`src/rtl/spr_eval_pkg.sv`:
```
package spr_eval_pkg;
   typedef enum logic [1:0] {
      ST_IDLE,
      ST_SCAN,
      ST_FETCH,
      ST_DONE
   } spr_state_t;

   // bitmap row index width: covers 16 rows after halving
   localparam int SPR_ROW_W = 4;
   // bytes per sprite table entry
   localparam int SPR_ENTRY_BYTES = 4;
   // byte selectors used while fetching a slot
   localparam logic [2:0] SEL_Y    = 3'd0;
   localparam logic [2:0] SEL_X    = 3'd1;
   localparam logic [2:0] SEL_PAT  = 3'd2;
   localparam logic [2:0] SEL_COL  = 3'd3;
   localparam logic [2:0] SEL_ROW0 = 3'd4;
   localparam logic [2:0] SEL_ROW1 = 3'd5;
endpackage

```
`src/rtl/spr_hit_cmp.sv`:
```
module spr_hit_cmp
   import spr_eval_pkg::*;
#(
   parameter logic [7:0] TERM_Y = 8'hD0
) (
   input  logic [7:0]           y_pos,
   input  logic [7:0]           line,
   input  logic                 size16,
   input  logic                 mag,
   output logic                 term,
   output logic                 hit,
   output logic [SPR_ROW_W-1:0] row
);
   logic [7:0] diff;
   logic [7:0] height;

   always_comb begin
      diff   = line - y_pos - 8'd1;
      height = size16 ? 8'd16 : 8'd8;
      if (mag) height = height << 1;
      term = (y_pos == TERM_Y);
      hit  = !term && (diff < height);
      row  = mag ? diff[SPR_ROW_W:1] : diff[SPR_ROW_W-1:0];
   end
endmodule

```
`src/rtl/spr_slot_bank.sv`:
```
module spr_slot_bank
   import spr_eval_pkg::*;
#(
   parameter int NSLOT  = 4,
   parameter int IDX_W  = 5,
   parameter int SLOT_W = 2
) (
   input  logic                       clk,
   input  logic                       rst_n,
   input  logic                       clear,
   input  logic                       ld_en,
   input  logic [SLOT_W-1:0]          ld_slot,
   input  logic [IDX_W-1:0]           ld_num,
   input  logic [SPR_ROW_W-1:0]       ld_row,
   input  logic                       by_en,
   input  logic [SLOT_W-1:0]          by_slot,
   input  logic [2:0]                 by_sel,
   input  logic [7:0]                 by_data,
   output logic [NSLOT-1:0]           valid,
   output logic [NSLOT*IDX_W-1:0]     num,
   output logic [NSLOT*SPR_ROW_W-1:0] row,
   output logic [NSLOT*8-1:0]         ypos,
   output logic [NSLOT*8-1:0]         xpos,
   output logic [NSLOT*8-1:0]         pat,
   output logic [NSLOT*8-1:0]         color,
   output logic [NSLOT*8-1:0]         row0,
   output logic [NSLOT*8-1:0]         row1
);
   for (genvar g = 0; g < NSLOT; g++) begin : g_slot
      localparam logic [SLOT_W-1:0] ME = SLOT_W'(g);
      always_ff @(posedge clk or negedge rst_n) begin
         if (!rst_n) begin
            valid[g]                       <= 1'b0;
            num[g*IDX_W +: IDX_W]          <= '0;
            row[g*SPR_ROW_W +: SPR_ROW_W]  <= '0;
            ypos[g*8 +: 8]                 <= '0;
            xpos[g*8 +: 8]                 <= '0;
            pat[g*8 +: 8]                  <= '0;
            color[g*8 +: 8]                <= '0;
            row0[g*8 +: 8]                 <= '0;
            row1[g*8 +: 8]                 <= '0;
         end else if (clear) begin
            valid[g]                       <= 1'b0;
            num[g*IDX_W +: IDX_W]          <= '0;
            row[g*SPR_ROW_W +: SPR_ROW_W]  <= '0;
            ypos[g*8 +: 8]                 <= '0;
            xpos[g*8 +: 8]                 <= '0;
            pat[g*8 +: 8]                  <= '0;
            color[g*8 +: 8]                <= '0;
            row0[g*8 +: 8]                 <= '0;
            row1[g*8 +: 8]                 <= '0;
         end else begin
            if (ld_en && ld_slot == ME) begin
               valid[g]                      <= 1'b1;
               num[g*IDX_W +: IDX_W]         <= ld_num;
               row[g*SPR_ROW_W +: SPR_ROW_W] <= ld_row;
            end
            if (by_en && by_slot == ME) begin
               case (by_sel)
                  SEL_Y:    ypos[g*8 +: 8]  <= by_data;
                  SEL_X:    xpos[g*8 +: 8]  <= by_data;
                  SEL_PAT:  pat[g*8 +: 8]   <= by_data;
                  SEL_COL:  color[g*8 +: 8] <= by_data;
                  SEL_ROW0: row0[g*8 +: 8]  <= by_data;
                  SEL_ROW1: row1[g*8 +: 8]  <= by_data;
                  default: ;
               endcase
            end
         end
      end
   end
endmodule

```
`src/rtl/spr_line_eval.sv`:
```
module spr_line_eval
   import spr_eval_pkg::*;
#(
   parameter int          NSPR      = 32,
   parameter int          NSLOT     = 4,
   parameter int          ADDR_W    = 14,
   parameter int unsigned ATTR_BASE = 32'h1B00,
   parameter int unsigned PAT_BASE  = 32'h3800,
   parameter logic [7:0]  TERM_Y    = 8'hD0,
   localparam int         IDX_W     = $clog2(NSPR),
   localparam int         SLOT_W    = (NSLOT > 1) ? $clog2(NSLOT) : 1,
   localparam int         CNT_W     = $clog2(NSLOT + 1)
) (
   input  logic                   clk,
   input  logic                   rst_n,
   input  logic                   start,
   input  logic [7:0]             line_num,
   input  logic                   size16,
   input  logic                   mag,
   output logic                   mem_req,
   output logic [ADDR_W-1:0]      mem_addr,
   input  logic [7:0]             mem_rdata,
   output logic                   busy,
   output logic                   done,
   output logic [NSLOT-1:0]       slot_valid,
   output logic [NSLOT*IDX_W-1:0] slot_num,
   output logic [NSLOT*8-1:0]     slot_y,
   output logic [NSLOT*8-1:0]     slot_x,
   output logic [NSLOT*8-1:0]     slot_pat,
   output logic [NSLOT*8-1:0]     slot_color,
   output logic [NSLOT*8-1:0]     slot_row0,
   output logic [NSLOT*8-1:0]     slot_row1,
   output logic                   fifth_hit,
   output logic [IDX_W-1:0]       fifth_idx
);
   localparam logic [ADDR_W-1:0] ATTR_A = ATTR_BASE[ADDR_W-1:0];
   localparam logic [ADDR_W-1:0] PAT_A  = PAT_BASE[ADDR_W-1:0];
   localparam logic [CNT_W-1:0]  FULL   = CNT_W'(NSLOT);

   // elaboration checks on the configuration
   if (NSPR < 2 || (1 << IDX_W) != NSPR) begin : g_bad_nspr
      $error("NSPR must be a power of two of at least 2");
   end
   if (NSLOT < 1 || NSLOT > NSPR) begin : g_bad_nslot
      $error("NSLOT must lie in 1..NSPR");
   end
   if (ATTR_BASE + SPR_ENTRY_BYTES * NSPR > (1 << ADDR_W)) begin : g_bad_attr
      $error("sprite table does not fit the address space");
   end
   if (PAT_BASE + 2048 > (1 << ADDR_W)) begin : g_bad_pat
      $error("pattern area does not fit the address space");
   end

   spr_state_t          state;
   logic                pend;
   logic [IDX_W-1:0]    idx;
   logic [CNT_W-1:0]    cnt;
   logic [SLOT_W-1:0]   fk;
   logic [2:0]          fb;
   logic [7:0]          line_q;
   logic                size_q;
   logic                mag_q;

   logic                       c_term, c_hit;
   logic [SPR_ROW_W-1:0]       c_row;
   logic [NSLOT*SPR_ROW_W-1:0] s_row;

   logic                 accept, ld_en, by_en, store, last_b;
   logic [IDX_W-1:0]     cur_num;
   logic [SPR_ROW_W-1:0] cur_row;
   logic [7:0]           cur_pat;
   logic [ADDR_W-1:0]    scan_a, attr_a, pat_a;

   spr_hit_cmp #(.TERM_Y(TERM_Y)) u_cmp (
      .y_pos  (mem_rdata),
      .line   (line_q),
      .size16 (size_q),
      .mag    (mag_q),
      .term   (c_term),
      .hit    (c_hit),
      .row    (c_row)
   );

   always_comb begin
      accept  = start && (state == ST_IDLE);
      store   = c_hit && (cnt != FULL);
      ld_en   = (state == ST_SCAN) && pend && !c_term && store;
      by_en   = (state == ST_FETCH) && pend;
      last_b  = size_q ? (fb == SEL_ROW1) : (fb == SEL_ROW0);
      cur_num = slot_num[fk*IDX_W +: IDX_W];
      cur_row = s_row[fk*SPR_ROW_W +: SPR_ROW_W];
      cur_pat = slot_pat[fk*8 +: 8];
   end

   spr_slot_bank #(.NSLOT(NSLOT), .IDX_W(IDX_W), .SLOT_W(SLOT_W)) u_bank (
      .clk     (clk),
      .rst_n   (rst_n),
      .clear   (accept),
      .ld_en   (ld_en),
      .ld_slot (cnt[SLOT_W-1:0]),
      .ld_num  (idx),
      .ld_row  (c_row),
      .by_en   (by_en),
      .by_slot (fk),
      .by_sel  (fb),
      .by_data (mem_rdata),
      .valid   (slot_valid),
      .num     (slot_num),
      .row     (s_row),
      .ypos    (slot_y),
      .xpos    (slot_x),
      .pat     (slot_pat),
      .color   (slot_color),
      .row0    (slot_row0),
      .row1    (slot_row1)
   );

   // address generation
   always_comb begin
      scan_a = ATTR_A + ADDR_W'({idx, 2'b00});
      attr_a = ATTR_A + ADDR_W'({cur_num, 2'b00}) + ADDR_W'(fb);
      if (size_q)
         pat_a = PAT_A + ADDR_W'({cur_pat[7:2], 5'b0}) + ADDR_W'(cur_row)
               + ((fb == SEL_ROW1) ? ADDR_W'(16) : '0);
      else
         pat_a = PAT_A + ADDR_W'({cur_pat, 3'b0}) + ADDR_W'(cur_row);
      if (state == ST_SCAN)
         mem_addr = scan_a;
      else
         mem_addr = (fb < SEL_ROW0) ? attr_a : pat_a;
      mem_req = ((state == ST_SCAN) || (state == ST_FETCH)) && !pend;
      busy    = (state != ST_IDLE);
      done    = (state == ST_DONE);
   end

   always_ff @(posedge clk or negedge rst_n) begin
      if (!rst_n) begin
         state     <= ST_IDLE;
         pend      <= 1'b0;
         idx       <= '0;
         cnt       <= '0;
         fk        <= '0;
         fb        <= '0;
         line_q    <= '0;
         size_q    <= 1'b0;
         mag_q     <= 1'b0;
         fifth_hit <= 1'b0;
         fifth_idx <= '0;
      end else begin
         case (state)
            ST_IDLE: begin
               if (accept) begin
                  state     <= ST_SCAN;
                  pend      <= 1'b0;
                  idx       <= '0;
                  cnt       <= '0;
                  fk        <= '0;
                  fb        <= '0;
                  line_q    <= line_num;
                  size_q    <= size16;
                  mag_q     <= mag;
                  fifth_hit <= 1'b0;
                  fifth_idx <= '0;
               end
            end
            ST_SCAN: begin
               if (!pend) begin
                  pend <= 1'b1;
               end else begin
                  pend <= 1'b0;
                  if (c_term) begin
                     state <= (cnt == '0) ? ST_DONE : ST_FETCH;
                  end else if (c_hit && !store) begin
                     fifth_hit <= 1'b1;
                     fifth_idx <= idx;
                     state     <= ST_FETCH;
                  end else begin
                     if (store) cnt <= cnt + 1'b1;
                     if (idx == IDX_W'(NSPR - 1))
                        state <= (cnt == '0 && !store) ? ST_DONE : ST_FETCH;
                     else
                        idx <= idx + 1'b1;
                  end
               end
            end
            ST_FETCH: begin
               if (!pend) begin
                  pend <= 1'b1;
               end else begin
                  pend <= 1'b0;
                  if (last_b) begin
                     fb <= '0;
                     if (CNT_W'(fk) + 1'b1 == cnt)
                        state <= ST_DONE;
                     else
                        fk <= fk + 1'b1;
                  end else begin
                     fb <= fb + 1'b1;
                  end
               end
            end
            ST_DONE: state <= ST_IDLE;
            default: state <= ST_IDLE;
         endcase
      end
   end
endmodule

```
`config.mk`:
```
export PLATFORM = sky130hd
export DESIGN_NAME = spr_line_eval
export DESIGN_NICKNAME = d
export VERILOG_FILES = /design/src/rtl/spr_eval_pkg.sv /design/src/rtl/spr_hit_cmp.sv /design/src/rtl/spr_slot_bank.sv /design/src/rtl/spr_line_eval.sv
export SDC_FILE = /design/constraint.sdc
export NUM_CORES = 1
export LEC_CHECK = 0
export ABC_AREA = 1
export BUFFER_PORTS_ARGS = -buffer_cell sky130_fd_sc_hd__buf_2
export CORE_MARGIN = 2
export CORE_UTILIZATION = 45
export DETAILED_ROUTE_END_ITERATION = 8
export GPL_TIMING_DRIVEN = 1
export PLACE_DENSITY = 0.73
export SYNTH_ARGS = -nofsm -noshare
export SYNTH_HDL_FRONTEND = slang
export SYNTH_HIERARCHICAL = 1
export SYNTH_SLANG_ARGS = --single-unit
```
`constraint.sdc`:
```
create_clock -name clk -period 3.45 [get_ports clk]
set_input_delay 0.345 -clock clk [delete_from_list [all_inputs] [get_ports clk]]
set_output_delay 0.345 -clock clk [all_outputs]
set_load 0.005 [all_outputs]
```
==> reports/results.ini, run 1 <==
[status]
run_status=finished clean

[clock_network]
htree_levels=1
cts_buffers=28
cts_setup_buffers=0
path_clk_slew_ns=0.06
max-clock-path-buffers=3
cts-root-buf=clkbuf_16
clk_latency_ns=0.53
tritoncts=built
clock-sinks=264

[critical_path]
path_max_fanout=14
path_cells=buf_4, a21oi_1, o21ai_0, nand2_1, inv_1, ha_1, ha_1, nand3_1, a21oi_1, a21oi_1, o31ai_1, buf_2
r2r-start=line_q[0]
cp.arrival_ns=2.89
cp.depth=12
cpPeakStageDelay_ns=0.47
start_kind=flop
crit_family=compound AO/OA/AOI/OAI gates
setup.worst_path.end_class=output port
worstSetupPathType=reg -> out
startpoint=fk[0]
cp_slowest_cell=dfrtp_1
path_buf_inv=3
cpMostUsedCell=a21oi_1
critPathRequiredTime_ns=3.11
rr_worst_depth=20

[floorplan]
core_area_um2=28000
rows=61
start_util=0.460
die_height_um=173
fp.dieW_um=173
dieArea_um2=30000
ios=260

[synth]
yosysSeqAreaShare=0.512
syn_nets=1650
ys_top_cells_by_area=dfrtp_1 (51%), nand2_1 (18%), nand3_1 (11%)
synth_edf_count=0
yosysUniqueCellTypes=42
synth_top_flop_cell=dfrtp_1
mappedNetlistArea_um2=12900
yosysTopAreaCell=dfrtp_1
synth_top_area_frac=0.512
ys_warn_count=6
ys_ff_latch=264
synthArstFlopShare=1.00
syn_inst=1601
syn_area_per_cell_um2=8.05

[power_and_ir_drop]
p_sw_w=0.00648
finalPower_w=0.0152
power.internal_w=0.00872
power.density_nw_per_um2=979
switching_share=0.426
pwr-share-comb=0.435
leakagePower_nw=8.62
pwr-share-clk=0.211
seqPwrFrac=0.354
vdd_drop_max_mv=0.544

[drt]
drc_errors=0
vias_per_cell=5.33
drtIter0Drc=1037
post_drt_wl_per_cell_um=17.8
antenna_left=0
routed_wl_mm=40.0
drtPass1Iterations=6
via_count=12000

[grt]
grt_max_degree=92
grt_use_total=0.264
met3_usage=0.0504
busiest_layer=met2
grt_util_met1=0.349
grt_pass1_wl_mm=64.0
antenna_found_initial=0
grt-ovfl-total=0
grt_pass1_vias=11500
grt_use_met2=0.433

[worst_hold_path]
hp-start=line_num[5]
hold_class=in -> reg
hold_depth=3

[run]
cap_violations=0

[sta]
worst_hold_slack_ns=0.0263
min_period_ns=3.23
maxClockFrequency_mhz=310
finalHoldViolCount=0
worstMarginPinSlew_ns=0.902
finalClockSkew_ns=0.0105
setup_viol=0
final-max-slew-violation-count=0
post-route-period-util=0.936
timing.slew.headroom=0.397

[final_layout]
diodes=0
drive_gt1_frac=0.214
syn_to_final_growth_pct=20.4
nets=1895
num-fill-cells=2599

[placement]
portBuffers=259
gp_congestion=0.898
dp_hpwl_mm=26.8

## synth_stat cells (all sizes together), types with 2 or more instances
master and instances:
nor2 67, xnor2 4, ha 27, xor2 4, clkbuf 8, o21ai 48
inv 102, or2 2, o211ai 3, buf 75, o31ai 3, nand4 6
a21oi 22, nand2 656, dfrtp 264, nand3 291, nor3 4, o22ai 7
## placed cells by master, fill, tap and decap left out, types with 10 or more instances in the layout
| master | n |
|---|---|
| nand2_1 | 625 |
| buf_4 | 31 |
| clkbuf_16 | 29 |
| nand2_2 | 22 |
| nand3_1 | 288 |
| nor2_4 | 10 |
| ha_1 | 26 |
| inv_1 | 95 |
| o21ai_0 | 40 |
| buf_2 | 258 |
| nor2_1 | 52 |
| a21oi_1 | 21 |
| dfrtp_1 | 263 |
## routing by layer
| metal | part of all wire | vias to the layer above |
|---|---|---|
| li1 | - | 5600 |
| met2 | 0.47 | 546 |
| met1 | 0.41 | 5733 |
| met3 | 0.085 | 87 |
| met5 | 0 | - |
| met4 | 0.038 | 0 |
## area by class of cell
type / instances / area, um2 / share of cell area
inverter: 102 / 389 / 0.0251
sequential: 264 / 6610 / 0.426
timing repair buffer: 298 / 1640 / 0.106
multi-input combinational: 1152 / 5430 / 0.350
clock inverter: 8 / 143 / 0.00919
tap: 378 / 473 / 0.0305
clock buffer: 41 / 841 / 0.0542
## final timing paths
| kind | slack, ns | endpoint |
|---|---|---|
| min in group asynchronous | 0.40 | u_bank/num[9] |
| worst max register to register | 0.28 | u_bank/row[13] |
| max in group asynchronous | 2.09 | u_bank/xpos[17] |
| worst max-delay path | 0.22 | mem_addr[4] |
| worst min register to register | 0.47 | u_bank/row0[11] |
| worst min-delay path | 0.03 | line_q[5] |
## power groups by stage
stage / logic, W / registers (W) / clock network, W
after global placement: 0.00633 / 0.00537 / 0
after detailed placement: 0.00655 / 0.00537 / 0
final: 0.00662 / 0.00538 / 0.00321
after CTS: 0.00657 / 0.00536 / 0.00326
after global routing: 0.00740 / 0.00555 / 0.00339
after floorplan: 0.00396 / 0.00529 / 0
## cells by family after synthesis
kind of cell / after synthesis / share of synthesized area
muxes: 1 / 0.000776
adders and majority gates: 28 / 0.0278
buffers and inverters: 185 / 0.0702
and+or+nand+nor: 1027 / 0.346
DFF: 264 / 0.512
AOI/OAI and AO/OA: 88 / 0.0378
xor gates and xnor gates: 8 / 0.00543
## worst register-to-register path, stage by stage (launching register included)
cell	delay (ns)
dfrtp_1	0.36
ha_2	0.20
inv_1	0.05
fa_1	0.40
o21ai_2	0.18
xnor2_2	0.14
inv_1	0.07
ha_1	0.20
a21o_1	0.17
nor2_1	0.12
nand3_1	0.11
nor2_2	0.12
inv_1	0.08
a21oi_2	0.12
nand2_1	0.10
nor2_4	0.13
nand3_1	0.11
buf_6	0.17
nand2_8	0.09
nand2_1	0.08
nand2_1	0.09
## timing repair
action	4_1_cts	5_1_grt
hold endpoints to repair	91	0
setup endpoints to repair	0	43
hold buffers	5	0
gates resized for setup	0	12
## through the flow
step | cells | cell area (um2) | util | setup WS [ns] | setup TNS (ns)
6_report | 2243 | 15500 | 0.554 | 0.219 | 0
3_3_place_gp | 2189 | 14400 | 0.516 | 0.0860 | 0
2_1_floorplan | 1601 | 12900 | - | 0.378 | 0
5_1_grt | 2243 | 15500 | 0.554 | -0.0111 | -0.0111
3_5_place_dp | 2189 | 14400 | 0.516 | -0.125 | -1.51
4_1_cts | 2243 | 15500 | 0.552 | 0.0360 | 0
## flip-flops by register name (all words and copies together), names as in the netlist
register / cells
line_q: 8
fk: 2
idx: 5
size_q: 1
fb: 3
fifth_idx: 5
mag_q: 1
u_bank/pat: 32
state: 2
u_bank/num: 20
cnt: 3
u_bank/xpos: 32
pend: 1
u_bank/row1: 32
u_bank/ypos: 32
u_bank/valid: 4
u_bank/row: 16
u_bank/row0: 32
u_bank/color: 32
fifth_hit: 1
No activity file was read; power rests on OpenSTA's default activity.
==> inputs of run 2 (changes only) <==
--- a/config.mk
+++ b/config.mk
@@ -7,11 +7,13 @@
 export LEC_CHECK = 0
 export ABC_AREA = 1
 export BUFFER_PORTS_ARGS = -buffer_cell sky130_fd_sc_hd__buf_2
+export CELL_PAD_IN_SITES_DETAIL_PLACEMENT = 1
+export CELL_PAD_IN_SITES_GLOBAL_PLACEMENT = 2
 export CORE_MARGIN = 2
-export CORE_UTILIZATION = 45
+export CORE_UTILIZATION = 32
 export DETAILED_ROUTE_END_ITERATION = 8
 export GPL_TIMING_DRIVEN = 1
-export PLACE_DENSITY = 0.73
+export PLACE_DENSITY = 0.86
 export SYNTH_ARGS = -nofsm -noshare
 export SYNTH_HDL_FRONTEND = slang
 export SYNTH_HIERARCHICAL = 1
==> constraint.sdc (replaced) <==
create_clock -name clk -period 3.23 [get_ports clk]
set_input_delay 0.323 -clock clk [delete_from_list [all_inputs] [get_ports clk]]
set_output_delay 0.323 -clock clk [all_outputs]
set_load 0.005 [all_outputs]
==> reports/results.ini, run 2 (synthesis results as in run 1) <==
[grt]
busiest_layer=met2
grt_util_met1=0.283  ; -0.0664
grt_use_met2=0.395  ; -0.0386
antenna_found_initial=0  ; unchanged
grt_pass1_wl_mm=74.5  ; +17%
grt-ovfl-total=0  ; unchanged
grt_pass1_vias=12800  ; +11%
grt_max_degree=92  ; unchanged
grt_use_total=0.229  ; -0.0351
met3_usage=0.0544  ; +0.00397

[floorplan]
die_height_um=205  ; +18%
dieArea_um2=41900  ; +40%
start_util=0.325  ; -0.136
rows=73  ; +20%
core_area_um2=39700  ; +42%
fp.dieW_um=205  ; +18%
ios=260  ; unchanged

[final_layout]
multiInputGateArea_um2=5520  ; +1.6%
nets=1924  ; +1.5%
diodes=0  ; unchanged
regArea_um2=6610  ; unchanged
post-route-util=0.404  ; -0.150
drive_gt1_frac=0.233  ; +0.0185
instances_no_fill=2422  ; +8.0%
syn_to_final_growth_pct=24.6
layout_common_cells=nand2_1 (623), nand3_1 (283), dfrtp_1 (263)
num-fill-cells=4878  ; +88%
final_common_cell=nand2_1

[critical_path]
r2r-start=line_q[0]
start_kind=flop
rr_worst_depth=21  ; +5.0%
worstReg2RegEnd=u_bank/row[7]
r2r_slack_ns=0.16  ; -0.12 ns
worstSetupPathType=reg -> reg
critPathRequiredTime_ns=3.68  ; +0.57 ns
path_max_fanout=4  ; -10
setup.worst_path.end_class=flop
cp.arrival_ns=3.53  ; +0.64 ns

[drt]
drc_errors=0  ; unchanged
drtIter0Drc=579  ; -44%
post_drt_wl_per_cell_um=19.9  ; +12%
antenna_left=0  ; unchanged
drtPass1Iterations=5  ; -1
vias_per_cell=4.96  ; -7.0%
via_count=12000  ; +0.46%
routed_wl_mm=48.2  ; +21%

[clock_network]
path_clk_slew_ns=0.05  ; about the same
clk_latency_ns=0.59  ; +0.06 ns
htree_levels=1  ; unchanged
max-clock-path-buffers=3  ; unchanged
tritoncts=built
cts-root-buf=clkbuf_16
clock-sinks=264  ; unchanged
cts_buffers=31  ; +11%

[worst_hold_path]
hp-start=size16
holdPathEnd=size_q
hold_depth=3  ; unchanged
hold_class=in -> reg

[sta]
finalHoldViolCount=0  ; unchanged
final-max-slew-violation-count=0  ; unchanged
min_period_ns=3.07
worstMarginPinSlew_ns=1.02  ; +0.120 ns
timing.slew.headroom=0.317  ; -0.0799
finalClockSkew_ns=0.0216  ; +0.0111 ns
maxClockFrequency_mhz=325
setup_viol=0  ; unchanged
grt_setup_unrepaired=yes
post-route-period-util=0.952

[status]
run_status=finished clean

[placement]
dp_hpwl_mm=33.1  ; +23%
portBuffers=259  ; unchanged
gp_congestion=0.848  ; -5.6%
dp_cells=2351  ; +7.4%

[power_and_ir_drop]
finalPower_w=0.0168  ; +11%
vdd_drop_max_mv=0.428  ; -21%
leakagePower_nw=8.79  ; +1.9%
power.density_nw_per_um2=1050  ; +6.9%

[run]
cap_violations=0  ; unchanged

-- run 2: cell count changes in the layout (fill, tap and decap cells not counted), sizes merged --
cell,previous run,this run
dlygate4sd3,5,10
inv,101,104
buf,293,313
bufinv,4,0
clkinvlp,2,0
clkbuf,41,47
clkinv,3,7
-- run 2: critical path, stage by stage (launching register included) --
cell and delay [ns]:
dfrtp_1 0.37, ha_2 0.20, inv_1 0.06, fa_2 0.36, o21ai_2 0.17, xnor2_2 0.15
inv_1 0.07, ha_1 0.28, nand2_1 0.07, inv_1 0.04, nand2_1 0.05, nand2_1 0.08
nor2_4 0.12, inv_2 0.05, a21oi_2 0.11, nand2_1 0.08, nor2_2 0.13, buf_6 0.15
nand3_4 0.11, buf_6 0.16, nand3_1 0.07, nand2_1 0.07
-- run 2: what timing repair did --
action,in CTS,in global routing
hold buffers,10,0
pin swaps,0,9
gates resized for setup,4,34
cloned,1,0
endpoints found under the setup margin,12,51
hold endpoints to repair,93,0
buffers inserted,0,5
-- run 2: metrics by stage --
stage                     cell area [um2]  hold slack, ns  worst slack (ns)  setup TNS, ns
after floorplan                     12900          0.0274             0.180              0
after global placement              14800           0.407           -0.0865          -1.25
final                               16100          0.0582             0.155              0
after CTS                           15900          0.0430          -0.00242       -0.00242
after global routing                16100          0.0618           -0.0843          -1.95
after detailed placement            14800           0.413            -0.195          -4.98
-- run 2: worst max path at each step --
stage | from | to | slack [ns] | depth (start not counted)
after floorplan | mem_rdata[0] | u_bank/num[19] | 0.18 | 20
after global placement | mem_rdata[0] | u_bank/num[6] | -0.09 | 22
after detailed placement | mem_rdata[0] | u_bank/row[5] | -0.19 | 22
after CTS | line_q[0] | u_bank/num[18] | -0.002 | 20
after global routing | line_q[0] | u_bank/row[7] | -0.08 | 21
final | line_q[0] | u_bank/row[7] | 0.16 | 21
-- run 2: area by class of cell --
| type | count | area share |
|---|---|---|
| tap | 525 | 0.0409 |
| inverter | 102 | 0.0241 |
| clock buffer | 47 | 0.0589 |
| multi-input combinational | 1152 | 0.344 |
| sequential | 264 | 0.411 |
| timing repair inverter | 1 | 0.000234 |
| timing repair buffer | 323 | 0.117 |
| clock inverter | 8 | 0.00343 |
-- run 2: metal layers --
layer | wire length [um] | vias to the layer above | part of all wire
met1 | 20200 | 6002 | 0.42
met5 | 0 | - | 0
met4 | 1240 | 0 | 0.026
met2 | 23700 | 277 | 0.49
met3 | 3030 | 72 | 0.063
li1 | - | 5670 | -
-- run 2: power by group --
| part | internal, W | switching [W] |
|---|---|---|
| Sequential | 0.00472 | 0.00109 |
| Clock | 0.00200 | 0.00143 |
| Combinational | 0.00266 | 0.00492 |
| Total | 0.00939 | 0.00743 |
